<file path="src/rtl/pwm_link_timer.sv">
module pwm_link_timer #(
  parameter int CW = 16,
  parameter int PRE_DIV = 2
) (
  input  logic          clk,
  input  logic          rst_n,
  input  logic          wr_en,
  input  logic [2:0]    wr_addr,
  input  logic [CW-1:0] wr_data,
  output logic [CW-1:0] count,
  output logic [1:0]    pwm_pin,
  output logic          ovf_flag,
  output logic [1:0]    cmp_flag
);
  localparam int PW = (PRE_DIV > 1) ? $clog2(PRE_DIV) : 1;

  logic stop, sel, sel_nx, tick, wrap, trst, buf_on, hit0;
  logic [PW-1:0] pre;
  logic [CW-1:0] cnt, modv, cnt_nx, act0;
  logic [1:0][CW-1:0] cmpv;
  logic [1:0][5:0] cfg;
  logic [1:0] outr, raw;

  assign trst   = wr_en && wr_addr == 3'd0 && wr_data[1];
  assign wrap   = tick && cnt == modv;
  assign cnt_nx = wrap ? '0 : cnt + 1'b1;
  assign buf_on = cfg[0][1];
  assign sel_nx = buf_on ? (sel ^ wrap) : 1'b0;
  assign act0   = (buf_on && sel_nx) ? cmpv[1] : cmpv[0];
  assign hit0   = tick && cnt_nx == act0;
  assign raw    = {tick && cnt_nx == cmpv[1], tick && cnt_nx == cmpv[0]};
  assign count  = cnt;
  assign pwm_pin[0] = (cfg[0][1:0] != 2'b00) && outr[0];
  assign pwm_pin[1] = !buf_on && (cfg[1][1:0] != 2'b00) && outr[1];

  generate
    if (PRE_DIV > 1) begin : g_div
      assign tick = !stop && pre == PW'(PRE_DIV - 1);
      always_ff @(posedge clk or negedge rst_n)
        if (!rst_n) pre <= '0;
        else if (trst) pre <= '0;
        else if (!stop) pre <= tick ? '0 : pre + 1'b1;
    end else begin : g_nodiv
      assign tick = !stop;
      assign pre = '0;
    end
  endgenerate

  function automatic logic ch_next(input logic o, input logic [5:0] c,
                                   input logic h, input logic w, input logic t);
    if (!t) return o;
    if (c[5] && c[4]) return ~c[2];
    if (h) begin
      case (c[3:2])
        2'b01:   return ~o;
        2'b10:   return 1'b0;
        2'b11:   return 1'b1;
        default: return o;
      endcase
    end
    if (w && c[4]) return ~o;
    return o;
  endfunction

  always_ff @(posedge clk or negedge rst_n) begin
    if (!rst_n) begin
      stop <= 1'b0; sel <= 1'b0; cnt <= '0; modv <= '1;
      cmpv <= '0; cfg <= '0; outr <= '0;
      ovf_flag <= 1'b0; cmp_flag <= '0;
    end else begin
      if (trst) begin
        cnt <= '0; sel <= 1'b0; ovf_flag <= 1'b0; cmp_flag <= '0;
      end else begin
        if (tick) cnt <= cnt_nx;
        sel      <= sel_nx;
        ovf_flag <= wrap;
        cmp_flag <= raw;
        outr[0]  <= ch_next(outr[0], cfg[0], hit0, wrap, tick);
        outr[1]  <= ch_next(outr[1], cfg[1], raw[1], wrap, tick);
      end
      if (wr_en) begin
        case (wr_addr)
          3'd0: stop <= wr_data[0];
          3'd1: modv <= wr_data;
          3'd2: cmpv[0] <= wr_data;
          3'd3: cmpv[1] <= wr_data;
          3'd4: cfg[0] <= wr_data[5:0];
          3'd5: cfg[1] <= wr_data[5:0];
          default: ;
        endcase
      end
    end
  end

  a_r1_wrap: assert property (@(posedge clk) disable iff (!rst_n)
    (wrap && !trst) |=> (count == '0 && ovf_flag));
  a_r3_hold: assert property (@(posedge clk) disable iff (!rst_n)
    (stop && !trst) |=> $stable(count));
  a_r4_clear: assert property (@(posedge clk) disable iff (!rst_n)
    trst |=> (count == '0 && pre == '0 && !ovf_flag));
  a_r6_zero: assert property (@(posedge clk) disable iff (!rst_n)
    (cfg[0] == 6'h09 && !pwm_pin[0] && !wr_en) |=> !pwm_pin[0]);
  a_r7_full: assert property (@(posedge clk) disable iff (!rst_n)
    (tick && cfg[0] == 6'h39 && !wr_en) |=> pwm_pin[0]);
  a_r8_prio: assert property (@(posedge clk) disable iff (!rst_n)
    (wrap && cmpv[0] == '0 && cfg[0][5] == 1'b0 && cfg[0][3:0] == 4'b1001 && !wr_en)
      |=> !pwm_pin[0]);
endmodule

</file>
<file path="config.mk">
export PLATFORM = sky130hd
export DESIGN_NAME = pwm_link_timer
export DESIGN_NICKNAME = d
export VERILOG_FILES = /design/src/rtl/pwm_link_timer.sv
export SDC_FILE = /design/constraint.sdc
export NUM_CORES = 1
export LEC_CHECK = 0
export BUFFER_PORTS_ARGS = -buffer_cell sky130_fd_sc_hd__buf_4
export CAP_MARGIN = 20
export CORE_AREA = 2 2 110 90
export CTS_BUF_LIST = sky130_fd_sc_hd__clkbuf_16
export CTS_CLUSTER_SIZE = 20
export DETAILED_ROUTE_END_ITERATION = 16
export DIE_AREA = 0 0 112 92
export PLACE_DENSITY = 0.84
export SKIP_CTS_REPAIR_TIMING = 1
export SYNTH_ARGS = -nofsm -noshare
export SYNTH_HDL_FRONTEND = slang
export SYNTH_SLANG_ARGS = --single-unit
</file>
<file path="constraint.sdc">
create_clock -name clk -period 3.1 [get_ports clk]
set_input_delay 0.31 -clock clk [delete_from_list [all_inputs] [get_ports clk]]
set_output_delay 0.31 -clock clk [all_outputs]
set_load 0.02 [all_outputs]
</file>
==> results of run 1 <==
[final cells by class]
type,instances,area [sq um]
Inverter,10,37.5
Clock inverter,7,36.3
Clock buffer,9,225
Tap cell,119,149
Multi-Input combinational cell,451,3280
Fill cell,742,2810
Timing Repair Buffer,91,706
Sequential cell,84,2130
[synthesized netlist by cell type, types with 11 or more instances]
cell type | instances | share of area, %
sky130_fd_sc_hd__buf_2 | 11 | 1.0
sky130_fd_sc_hd__a21oi_1 | 30 | 2.7
sky130_fd_sc_hd__xnor2_1 | 32 | 5.1
sky130_fd_sc_hd__nand3_1 | 14 | 1.3
sky130_fd_sc_hd__xor2_1 | 12 | 1.9
sky130_fd_sc_hd__mux2_2 | 62 | 13
sky130_fd_sc_hd__nand2_1 | 38 | 2.6
sky130_fd_sc_hd__nor2_1 | 58 | 4.0
sky130_fd_sc_hd__o22ai_1 | 16 | 1.8
sky130_fd_sc_hd__nor3_1 | 24 | 2.2
sky130_fd_sc_hd__dfstp_2 | 16 | 7.6
sky130_fd_sc_hd__dfrtp_1 | 68 | 31
sky130_fd_sc_hd__o21ai_0 | 28 | 2.5
sky130_fd_sc_hd__clkbuf_1 | 20 | 1.4
[worst max path at each step]
stage,end,depth (start not counted)
6_report,outr[1],11
5_1_grt,cmp_flag[0],10
4_1_cts,outr[0],9
3_5_place_dp,outr[0],9
3_3_place_gp,outr[0],9
2_1_floorplan,outr[1],11
[flip-flops by register name, indices dropped and copies added, names as in the netlist]
signal,flops
cmpv,32
count,16
modv,16
cfg,11
cmp_flag,2
outr,2
buf_on,1
ovf_flag,1
pre,1
sel,1
stop,1
[critical path: stages, from the launching register on]
cell and delay [ns]:
sky130_fd_sc_hd__dfrtp_1 0.50, sky130_fd_sc_hd__buf_4 0.20, sky130_fd_sc_hd__nand4_4 0.18, sky130_fd_sc_hd__nor3_1 0.29, sky130_fd_sc_hd__xnor2_1 0.22, sky130_fd_sc_hd__o21ai_0 0.20, sky130_fd_sc_hd__buf_4 0.20, sky130_fd_sc_hd__o21ai_0 0.26
sky130_fd_sc_hd__o31ai_1 0.18, sky130_fd_sc_hd__or4_4 0.53, sky130_fd_sc_hd__o22ai_1 0.15, sky130_fd_sc_hd__nor2_1 0.06
[cells by family after synthesis]
group / Yosys count / synth area share [%]
AO/OA/AOI/OAI: 135 / 15.9
XOR/XNOR: 46 / 7.83
flip-flops: 84 / 38.6
adder cells (fa/ha/maj): 2 / 0.410
AND/OR/NAND/NOR: 199 / 19.5
buffers and inverters: 46 / 3.80
multiplexers: 69 / 14.0
[layer usage]
layer,GRT usage [%],vias to the layer above,share of wire (%)
li1,-,2251,-
met1,49.6,2494,41
met2,49.1,368,44
met3,7.07,44,12
met4,10.2,0,2.7
met5,0,-,0
[power by group through the flow]
stage | Sequential [mW] | Clock, mW | Combinational, mW
5_1_grt | 1.85 | 1.03 | 2.48
2_1_floorplan | 1.73 | 0 | 1.44
4_1_cts | 1.78 | 0.981 | 2.20
3_3_place_gp | 1.78 | 0 | 2.14
3_5_place_dp | 1.80 | 0 | 2.19
6_report | 1.82 | 0.975 | 2.33
==> summary by stage, run 1 <==
Synth
The cell area that synthesis handed to floorplanning was 0.00550 sq mm. Sequential elements use 38.6% of the synthesized area. After synthesis the netlist holds a flip-flop and latch count of 84. The mean instance size in the synthesized netlist is roughly 9.5 sq um. In the synthesized netlist the async set-or-reset flop fraction comes to 100%. The number of nets in the synthesized netlist is just over 600. The number of enable-type register cells in the synthesized netlist is 0. Among all flip-flop cells after synthesis, the most frequent one is sky130_fd_sc_hd__dfrtp_1. The gate count of the mapped netlist is 581. The number of different library cells used by synthesis comes to 69. The count of synthesis-stage warnings from yosys is 0.

Clocking
The clock latency reported for the late side of the worst-skew pair is 0.34 ns. The worst-case clock buffer depth is 2. The TritonCTS clock tree is built. After clock tree synthesis, the clock-pin slew on the worst setup and hold paths is 0.06 ns. The H-tree depth is 3. The clock sink total is 84. TritonCTS created 9 clock buffers.

The CTS root buffer is sky130_fd_sc_hd__clkbuf_16.

STA
Setup violations remaining at the end of the flow were counted as 0. The clock tree skew after final layout is between 0.006 and 0.007 ns. At the pin with the least slew margin, the transition time is 0.980 ns. The time the worst path needs with I/O delays and setup is 3.09 ns. The final hold violation count is 0. Of the available clock period, the critical path in the final layout requires around 100%. The timing-limited maximum frequency is 0.324 GHz.

The tightest hold margin is between 0.2 and 0.25 ns. After routing, the total negative slack on setup checks comes to 0 ns. The setup slack of the critical path after layout is between 0.009 and 0.01 ns. The max-slew violation total from the final report is 0. Measured against its own limit, the worst slew margin works out to 34.7%.

Job
Max-cap violations in this run came to 0.

Critical path
The largest fanout on the critical path is 10. Measured in cells, the most critical reg-to-reg path has a length of 11. The kind of end point of the critical path is a flip-flop. In this run the critical register-to-register path is captured at outr[1]. The arrival time of the worst setup path is 3.32 ns. The category of the critical setup timing path is flip-flop to flip-flop.

The data required time at the worst endpoint is 3.33 ns. Across all register-to-register paths, the minimum setup slack is 0.01 ns. The worst register-to-register path begins at count[6].

The type of element launching the critical path is a flip-flop. The most critical setup path has its startpoint at count[6].

Placed design
Input and output buffers added on the ports amount to between 40 and 50. Counting tap cells, the placed design contains a total of 750 instances. The pre-CTS setup slack is -0.00955 ns. Detailed placement ended at an HPWL of between 10 and 15 mm. The post-placement cell area is 0.00612 sq mm. The congestion estimate from routability-driven global placement came to 1.02.

Final layout
The post-route netlist has 32.7% of its cells at a drive strength greater than 1. The top cell types in the final layout, fill and taps aside, are sky130_fd_sc_hd__buf_4 (89), sky130_fd_sc_hd__dfrtp_1 (64), sky130_fd_sc_hd__mux2_2 (62). The count of non-filler cells in the finished layout is 771. The library cell used most frequently in the layout, excluding fill and tap cells, is sky130_fd_sc_hd__buf_4. The utilization after layout is a little over two thirds. For this run, the post-layout net count is 670. The finished layout cell area is 0.00656 sq mm. The synthesis-to-finish area growth is 19.3%.

The number of antenna diodes in the final layout is 0.

Drt
The total via count in the routed design is 5157. The via density per instance is 6.69. The detail route stage leaves a number of antenna-violating nets equal to 0.

After the first detailed-routing iteration, the DRC count stood at ~690. The detailed-router iteration count before antenna repair is 6. The average wire length per cell after detail routing is 22.4 um. In the routed design, unresolved DRC markers number 0.

The routed design has 17.3 mm of wire.

Global route
The first global-routing pass estimated between 20 and 30 mm of wire. Global routing used between 30 and 40% of the available tracks. Global routing finished with a remaining overflow of 0. The initial antenna violation count is 0. Entering global routing, the biggest net connects 85 pins. The via count of the first global-routing pass is 4801.

Floorplan
The area enclosed by the die boundary is a little over 0.01 sq mm. For this configuration, the core starts out at a cell density of 58.7%. The floorplan has 32 rows. Pin placement for this block handled 43 I/O pins. The die is 112 um wide. The chip height is 92 um. In this run the standard cell core region covers 0.00937 sq mm.

Status
The flow ran to the end, and the final reports show no timing, DRC or antenna violations.

Power
The post-route total power is 5.13 mW. The leakage power total is between 2 and 3 nW. Internal power comes to 2.97 mW. The worst-case IR drop observed on VDD is about 540 uV. The power density over cell area is 782 mW/mm^2. The clock group share of total power is 19.0%. In this run the power spent charging and discharging nets is 2.16 mW. The sequential fraction of design power is roughly 36%. The logic gate share of total power is 45.5%.

In this run switching power makes up about 42% of total power.

Hold path
The worst hold path belongs to the class primary input to flip-flop. The worst hold path terminates at cmpv[14]. Counting instances, the worst hold path has a depth of 2. The critical hold path startpoint is wr_data[14].
No activity file was read; power rests on OpenSTA's default activity.
==> inputs of run 2 (changes only) <==
ABC_AREA = 1   (was not set)
CORE_AREA = 2 2 107 88   (was 2 2 110 90)
DIE_AREA = 0 0 109 90   (was 0 0 112 92)
==> summary by stage, run 2 <==
Final layout
The count of non-filler cells in the finished layout is 955 (was 771). The most common library cell in the layout ignoring fill and taps was sky130_fd_sc_hd__nand2_1 (was sky130_fd_sc_hd__buf_4). The final net count is 858 (was 670).

The synthesis-to-finish area growth is 20.5% (was 19.3%). The register bank with the most flops is cmpv (unchanged). The total of fill cells in the finished design is 712 (was 742). The share of layout cells above drive strength 1 is 17.5% (was 32.7%). The utilization after layout came to 71.3% (was 70.0%). The multi-input combinational cell area came to 0.00267 sq mm (was 0.00328 sq mm). The number of antenna cells inserted is 0 (unchanged).

The register area is 0.00213 sq mm (about the same). The flip-flop count of the largest register after layout is 32 (unchanged). Leading cell types in the layout, fill and taps excluded: sky130_fd_sc_hd__nand2_1 (259), sky130_fd_sc_hd__inv_1 (108), sky130_fd_sc_hd__o21ai_0 (74) (was sky130_fd_sc_hd__buf_4 (89), sky130_fd_sc_hd__dfrtp_1 (64), sky130_fd_sc_hd__mux2_2 (62)).

Floorplan
The number of core rows is 31 (was 32). The area enclosed by the die boundary is 0.00981 sq mm (was 0.0103 sq mm). The chip height is 90 um (was 92 um). The die extent in x is 109 um (was 112 um).

The top-level I/O count is 43 (unchanged). The starting utilization of the core area was 59.1% (was 58.7%). The core area was 0.00880 sq mm (was 0.00937 sq mm).

Synth
The share of synthesized flip-flops with an asynchronous set or reset is 100% (unchanged). The net count after synthesis is 790 (was 604). The count of distinct cell types in the synthesized netlist is 36 (was 69). Synth top area cells: sky130_fd_sc_hd__dfrtp_1 (33%), sky130_fd_sc_hd__nand2_1 (19%), sky130_fd_sc_hd__dfstp_2 (8.1%), sky130_fd_sc_hd__inv_1 (7.8%), sky130_fd_sc_hd__o21ai_0 (7.3%) (was sky130_fd_sc_hd__dfrtp_1 (31%), sky130_fd_sc_hd__mux2_2 (13%), sky130_fd_sc_hd__dfstp_2 (7.6%), sky130_fd_sc_hd__xnor2_1 (5.1%), sky130_fd_sc_hd__nor2_1 (4.0%)).

The fraction of post-synthesis cell area in the top cell type by area came to 32.7% (was 30.9%). The synthesized area is 0.00521 sq mm (was 0.00550 sq mm). The mean instance size in the synthesized netlist is 6.79 sq um (was 9.46 sq um).

The predominant post-synthesis flop cell is sky130_fd_sc_hd__dfrtp_1 (unchanged). The dominant cell by count in the synthesized netlist is sky130_fd_sc_hd__nand2_1 (was sky130_fd_sc_hd__dfrtp_1). The number of enable-type register cells in the synthesized netlist was 0 (unchanged).

Post-synth top cells: sky130_fd_sc_hd__nand2_1 (266), sky130_fd_sc_hd__inv_1 (108), sky130_fd_sc_hd__o21ai_0 (76), sky130_fd_sc_hd__dfrtp_1 (68), sky130_fd_sc_hd__nor2_1 (64) (was sky130_fd_sc_hd__dfrtp_1 (68), sky130_fd_sc_hd__mux2_2 (62), sky130_fd_sc_hd__nor2_1 (58), sky130_fd_sc_hd__nand2_1 (38), sky130_fd_sc_hd__xnor2_1 (32)). The cell type with the highest aggregate area in the netlist was sky130_fd_sc_hd__dfrtp_1 (unchanged). The count of synthesis-stage warnings from yosys is 0 (unchanged). The fraction of the yosys area taken by sequential cells is 40.8% (was 38.6%). The number of storage elements in the synthesis netlist is 84 (unchanged).

The gate count of the mapped netlist is 767 (was 581).

Global route
The via count of the first global-routing pass is 5062 (was 4801). The wire length of the first global-routing pass is 25.7 mm (was 26.6 mm). The sum of overflow across all layers after global routing is 0 (unchanged). The largest net degree at the start of global routing is 85 (unchanged). The initial antenna violation count is 0 (unchanged). The aggregate global-route resource usage was 34.1% (was 33.4%).

Job
The number of max-cap violations is 0 (unchanged).

Critical path
The launch point of the worst path is modv[15] (was count[6]). The type of element launching the critical path is a flip-flop (unchanged). The most numerous cell type found on the critical path is sky130_fd_sc_hd__nand2_1. The kind of end point of the critical path was a flip-flop (unchanged). Ordered cell list for the critical path: inv_1 > nand2_1 > nand2_1 > inv_1 > nand3_1 > nor2_4 > nand3_4 > nand2_8 > nand2_1 > nor2_4 > nand2_1 > nand3_1 > nand2_1 > nor2_1 > nand2_1 > nor2_2 > nand2_1 > nand2_1 > nand2_1 > nor2_1 > a21oi_1 (was buf_4 > nand4_4 > nor3_1 > xnor2_1 > o21ai_0 > buf_4 > o21ai_0 > o31ai_1 > or4_4 > o22ai_1 > nor2_1). The worst path buffer plus inverter count is 2 (unchanged). The data required time at the worst endpoint is 3.32 ns (was 3.33 ns).

The beginning of the worst register-to-register path is modv[15] (was count[6]). The arrival time of the worst setup path is 3.08 ns (was 3.32 ns). The maximum cell stage delay along the critical path came to 0.59 ns (was 0.53 ns). The largest fanout on the critical path is 8 (was 10). The master of the slowest instance on the critical path was sky130_fd_sc_hd__dfstp_2 (was sky130_fd_sc_hd__or4_4). The category of cells accounting for the largest share of critical-path delay is simple AND/OR/NAND/NOR gates (unchanged). The category of the critical setup timing path is flip-flop to flip-flop (unchanged).

Placed design
The placed wire-length estimate is 11.9 mm (was 12.2 mm). The cell total after placement came to 919 (was 750). The number of I/O port buffers came to 42 (unchanged). The routability-driven placement congestion ratio is 1.11 (was 1.02).

STA
The relative slew slack is 54.1% (was 34.7%). The timing-limited maximum frequency is 0.350 GHz (was 0.324 GHz). The clock tree skew after final layout is 0.00988 ns (was 0.00631 ns).

The time the worst path needs with I/O delays and setup is 2.85 ns (was 3.09 ns). The final hold violation count is 0 (unchanged). The max-slew violation total from the final report is 0 (unchanged).

The tightest hold margin is 0.232 ns (was 0.219 ns). The number of setup violations in the final report is 0 (unchanged). The actual slew at the worst max-slew pin is 0.687 ns (was 0.980 ns).

The final clock period utilization by the worst path came to 92.0% (was 99.7%).

Hold path
The critical hold path startpoint is wr_data[13] (was wr_data[14]). The type of the most critical hold path was primary input to flip-flop (unchanged).

Drt
The via density per instance was 5.69 (was 6.69). The number of nets with antenna violations after routing is 0 (unchanged). The number of violations reported at the end of detailed-routing iteration 0 is 545 (was 689). The count of unresolved DRC violations after routing is 0 (unchanged). The detailed-router iteration count before antenna repair came to 5 (was 6). The average wire length per cell after detail routing is 16.9 um (was 22.4 um). The total via count in the routed design came to 5435 (was 5157). The detailed-route wire length is 16.2 mm (was 17.3 mm).

Power
The power density over cell area is 680 mW/mm^2 (was 782 mW/mm^2). The leakage power total was 3.38 nW (was 2.73 nW). The post-route total power is 4.27 mW (was 5.13 mW). The maximum resistive drop on vdd is 477 uV (was 545 uV).

Clocking
The H-tree depth is 3 (unchanged). The CTS clock-pin slew for the worst setup and hold paths is 0.07 ns (was 0.06 ns). The worst-case clock buffer depth is 2 (unchanged). The clock sink total was 84 (unchanged). The CTS root buffer is sky130_fd_sc_hd__clkbuf_16 (unchanged). The number of buffers added by the clock tree synthesis step is 9 (unchanged). The clock latency reported for the late side of the worst-skew pair is 0.34 ns (about the same). The TritonCTS clock tree is built (unchanged).

Status
Run status: completed (unchanged).
## run 2: cell count changes in the layout (fill, tap and decap cells not counted), sizes merged, moves of 10 or more
cell   previous run  this run
nand2            39       277
inv              12       111
mux2             62         0
o21ai            31        77
xnor2            32         2
a21oi            30         7
nand3            15        34
buf              90        73
nor3             24         7
nand4            10        26
nor2             59        69
## run 2: final timing paths
kind / to / cells past startpoint / slack [ns]
max in group asynchronous: modv[14] / 3 / 2.10
hold reg to reg: cmpv[15] / 2 / 0.49
hold / removal: modv[13] / 3 / 0.23
setup reg to reg: outr[0] / 21 / 0.25
setup / recovery: outr[0] / 21 / 0.25
min in group asynchronous: count[12] / 2 / 0.35
## run 2: power breakdown
| part | internal (mW) | switching, mW |
|---|---|---|
| clock | 0.702 | 0.446 |
| sequential | 1.32 | 0.216 |
| combinational | 0.579 | 0.998 |
## run 2: tightest hold or removal path, cell delays in order
cell                      delay [ns]
sky130_fd_sc_hd__buf_4          0.11
sky130_fd_sc_hd__inv_1          0.06
sky130_fd_sc_hd__o21ai_0        0.09
## run 2: layer usage
metal | global-route usage (%) | wire length [um] | vias up
met2 | 50.1 | 7120 | 304
met3 | 7.54 | 1660 | 39
li1 | - | - | 2578
met4 | 9.83 | 464 | 0
met1 | 50.5 | 6930 | 2514
met5 | 0 | 0 | -
## run 2: layout make-up
type                       instances  area share [%]
clock inverter                     7            1.46
clock buffer                       9            3.59
timing repair buffer              74            9.53
sequential                        84            33.9
tap                              115            2.29
inverter                         111            6.64
multi-input combinational        555            42.6
## run 2: metrics by stage
| stage | setup slack, ns | area [sq um] | setup TNS (ns) |
|---|---|---|---|
| finish | 0.247 | 6280 | 0 |
| floorplan | 0.734 | 5210 | 0 |
| global placement | 0.225 | 5680 | 0 |
| CTS | 0.121 | 5990 | 0 |
| global route | -0.0408 | 6280 | -0.0408 |
| detailed placement | 0.177 | 5680 | 0 |
## run 2: cells by family after synthesis
group	after synthesis	share of synthesized area, %
flops	84	40.8
buf+inv	128	9.49
xor+xnor	15	2.52
compound gates	108	11.2
fa+ha+maj	1	0.240
simple gates	431	35.8
==> inputs of run 3 (changes only) <==
--- a/config.mk
+++ b/config.mk
@@ -9,9 +9,10 @@
 export BUFFER_PORTS_ARGS = -buffer_cell sky130_fd_sc_hd__buf_4
 export CAP_MARGIN = 20
-export CORE_AREA = 2 2 107 88
+export CORE_AREA = 2 2 134 71
 export CTS_BUF_LIST = sky130_fd_sc_hd__clkbuf_16
+export CTS_CLUSTER_DIAMETER = 50
 export CTS_CLUSTER_SIZE = 20
 export DETAILED_ROUTE_END_ITERATION = 16
-export DIE_AREA = 0 0 109 90
+export DIE_AREA = 0 0 136 73
 export PLACE_DENSITY = 0.84
 export SKIP_CTS_REPAIR_TIMING = 1
==> constraint.sdc (replaced) <==
create_clock -name clk -period 3.1 [get_ports clk]
set_input_delay 0.31 -clock clk [delete_from_list [all_inputs] [get_ports clk]]
set_output_delay 0.31 -clock clk [all_outputs]
set_load 0.01 [all_outputs]
==> summary by stage, run 3 (same netlist as run 2, synthesis figures left out) <==
Placed design
The number of I/O port buffers was 42 (unchanged). The placed wire-length estimate is 13.1 mm (was 11.9 mm). The routability-driven placement congestion ratio is 1.05 (was 1.11).

Drt
The count of unresolved DRC violations after routing was 0 (unchanged). The detailed-router iteration count before antenna repair is 5 (unchanged). The detailed-route wire length is 17.3 mm (was 16.2 mm). The average wire length per cell after detail routing came to 18.0 um (was 16.9 um).

The via density per instance is 5.68 (was 5.69). The number of violations reported at the end of detailed-routing iteration 0 came to 730 (was 545). The number of nets with antenna violations after routing is 0 (unchanged). The total via count in the routed design is 5453 (was 5435).

Critical path
The kind of end point of the critical path is a flip-flop (unchanged). The beginning of the worst register-to-register path is modv[11] (was modv[15]). The data required time at the worst endpoint is 3.33 ns (was 3.32 ns).

The worst flop-to-flop path endpoint is outr[0] (unchanged). The largest fanout on the critical path came to 8 (unchanged). The cell depth of the worst flop-to-flop path is 19 (was 21). The arrival time of the worst setup path is 3.20 ns (was 3.08 ns). The type of element launching the critical path is a flip-flop (unchanged). The flop-to-flop setup slack is 0.13 ns (was 0.25 ns).

The category of the critical setup timing path is flip-flop to flip-flop (unchanged).

Clocking
The TritonCTS clock tree is built (unchanged). The H-tree depth is 3 (unchanged). The clock sink total is 84 (unchanged). The CTS clock-pin slew for the worst setup and hold paths is 0.06 ns (was 0.07 ns). The number of buffers added by the clock tree synthesis step is 9 (unchanged). The worst-case clock buffer depth came to 2 (unchanged). The clock latency reported for the late side of the worst-skew pair came to 0.34 ns (about the same). The CTS root buffer was sky130_fd_sc_hd__clkbuf_16 (unchanged).

Power
The sequential fraction of design power is 37.5% (was 36.1%). The internal power component is 2.43 mW (was 2.61 mW). The post-route total power is 4.13 mW (was 4.27 mW). The power spent charging and discharging nets is 1.70 mW (was 1.66 mW). The power density over cell area came to 665 mW/mm^2 (was 680 mW/mm^2). The leakage power total is 3.36 nW (was 3.38 nW).

The switching fraction of total power is 41.2% (was 38.9%). The clock group share of total power is 24.0% (was 26.9%). The maximum resistive drop on vdd came to 409 uV (was 477 uV). The logic gate share of total power is 38.5% (was 37.0%).

Job
The number of max-cap violations came to 0 (unchanged).

Global route
The aggregate global-route resource usage is 36.2% (was 34.1%). The initial antenna violation count came to 0 (unchanged). The via count of the first global-routing pass came to 4811 (was 5062). The wire length of the first global-routing pass was 26.4 mm (was 25.7 mm). The largest net degree at the start of global routing is 85 (unchanged).

The sum of overflow across all layers after global routing is 0 (unchanged).

Hold path
The critical hold path startpoint is wr_data[15] (was wr_data[13]). The hold path depth was 3 (unchanged). The sink of the worst hold path is modv[15] (was modv[13]). The type of the most critical hold path was primary input to flip-flop (unchanged).

Floorplan
The die extent in x is 136 um (was 109 um). The number of core rows is 25 (was 31). The top-level I/O count is 43 (unchanged). The chip height came to 73 um (was 90 um). The starting utilization of the core area is 58.2% (was 59.1%). The area enclosed by the die boundary was 0.00993 sq mm (was 0.00981 sq mm).

The core area is 0.00895 sq mm (was 0.00880 sq mm).

Final layout
The flip-flop count of the largest register after layout is 32 (unchanged). The most common library cell in the layout ignoring fill and taps was sky130_fd_sc_hd__nand2_1 (unchanged). The multi-input combinational cell area is 0.00266 sq mm (was 0.00267 sq mm). The share of layout cells above drive strength 1 was 16.3% (was 17.5%). The number of antenna cells inserted is 0 (unchanged). The total of fill cells in the finished design is 791 (was 712).

The final net count came to 857 (was 858). The synthesis-to-finish area growth is 19.2% (was 20.5%). Leading cell types in the layout, fill and taps excluded: sky130_fd_sc_hd__nand2_1 (260), sky130_fd_sc_hd__inv_1 (108), sky130_fd_sc_hd__o21ai_0 (76) (was sky130_fd_sc_hd__nand2_1 (259), sky130_fd_sc_hd__inv_1 (108), sky130_fd_sc_hd__o21ai_0 (74)).

The register bank with the most flops is cmpv (unchanged). The register area is 0.00212 sq mm (was 0.00213 sq mm).

STA
The final hold violation count is 0 (unchanged). The timing-limited maximum frequency was 0.336 GHz (was 0.350 GHz). The final clock period utilization by the worst path is 95.9% (was 92.0%).

The time the worst path needs with I/O delays and setup is 2.97 ns (was 2.85 ns). The number of setup violations in the final report is 0 (unchanged). The clock tree skew after final layout was 0.00487 ns (was 0.00988 ns). The max-slew violation total from the final report is 0 (unchanged). The actual slew at the worst max-slew pin is 0.671 ns (was 0.687 ns). The relative slew slack is 55.2% (was 54.1%). The setup TNS is 0 ns (unchanged). Setup repair after global routing left no endpoint under its margin.

Status
Run status: completed (unchanged).
-- run 3: cell count changes in the layout (fill, tap and decap cells not counted), sizes merged --
cell,delta
buf,-2
nand3,+1
clkinv,+2
bufinv,-2
-- run 3: how the worst max path moves through the flow --
stage             start          end  cells after the start  slack [ns]
2_1_floorplan   modv[3]      outr[0]                     20        0.78
3_3_place_gp    modv[0]      outr[0]                     21        0.13
3_5_place_dp   modv[11]      outr[0]                     21        0.03
4_1_cts        modv[11]      outr[0]                     21       0.006
5_1_grt        count[7]  cmp_flag[0]                     16       0.002
6_report       modv[11]      outr[0]                     19        0.13
-- run 3: through the flow --
stage	utilization (%)	hold WS (ns)	instances	worst slack, ns	cell area, sq um
final	69.4	0.247	960	0.128	6210
after global routing	69.4	0.247	960	0.00193	6210
after CTS	67.6	0.214	953	0.00629	6040
after detailed placement	64.6	0.474	937	0.0266	5780
after global placement	64.6	0.470	937	0.127	5780
after floorplan	-	0.0144	767	0.777	5210
-- run 3: worst max-delay path, stage by stage, from the launching register on --
cell and delay [ns]:
sky130_fd_sc_hd__dfstp_2 0.55, sky130_fd_sc_hd__inv_1 0.07, sky130_fd_sc_hd__nand2_4 0.10, sky130_fd_sc_hd__nand2_1 0.07, sky130_fd_sc_hd__nor2_1 0.18, sky130_fd_sc_hd__nand2_2 0.10
sky130_fd_sc_hd__nor2_4 0.17, sky130_fd_sc_hd__nand3_4 0.11, sky130_fd_sc_hd__nand2_4 0.12, sky130_fd_sc_hd__buf_4 0.16, sky130_fd_sc_hd__nand3_4 0.16, sky130_fd_sc_hd__o21ai_0 0.28
sky130_fd_sc_hd__or2_2 0.15, sky130_fd_sc_hd__nand3_1 0.09, sky130_fd_sc_hd__nor2_1 0.16, sky130_fd_sc_hd__nand2_1 0.09, sky130_fd_sc_hd__nand2_1 0.08, sky130_fd_sc_hd__nand2_1 0.06
sky130_fd_sc_hd__nor2_1 0.10, sky130_fd_sc_hd__a21oi_1 0.07
-- run 3: cell type report --
class	instances	share of cell area (%)
Tap cell	121	2.44
Clock buffer	9	3.63
Inverter	111	6.71
Multi-Input combinational cell	556	42.9
Clock inverter	7	0.706
Timing Repair Buffer	72	9.39
Sequential cell	84	34.2
-- run 3: power groups by stage --
stage | logic (mW) | clock network, mW | registers (mW)
CTS | 1.50 | 0.993 | 1.53
floorplan | 0.974 | 0 | 1.49
global route | 1.75 | 1.04 | 1.57
finish | 1.59 | 0.992 | 1.55
detailed placement | 1.49 | 0 | 1.55
global placement | 1.47 | 0 | 1.54
-- run 3: routing by layer --
| layer | GRT usage (%) | up-vias | share of wire, % |
|---|---|---|---|
| met2 | 49.0 | 320 | 39 |
| met4 | 5.44 | 0 | 0.96 |
| met3 | 13.7 | 23 | 13 |
| li1 | - | 2585 | - |
| met1 | 55.2 | 2525 | 46 |
| met5 | 0 | - | 0 |
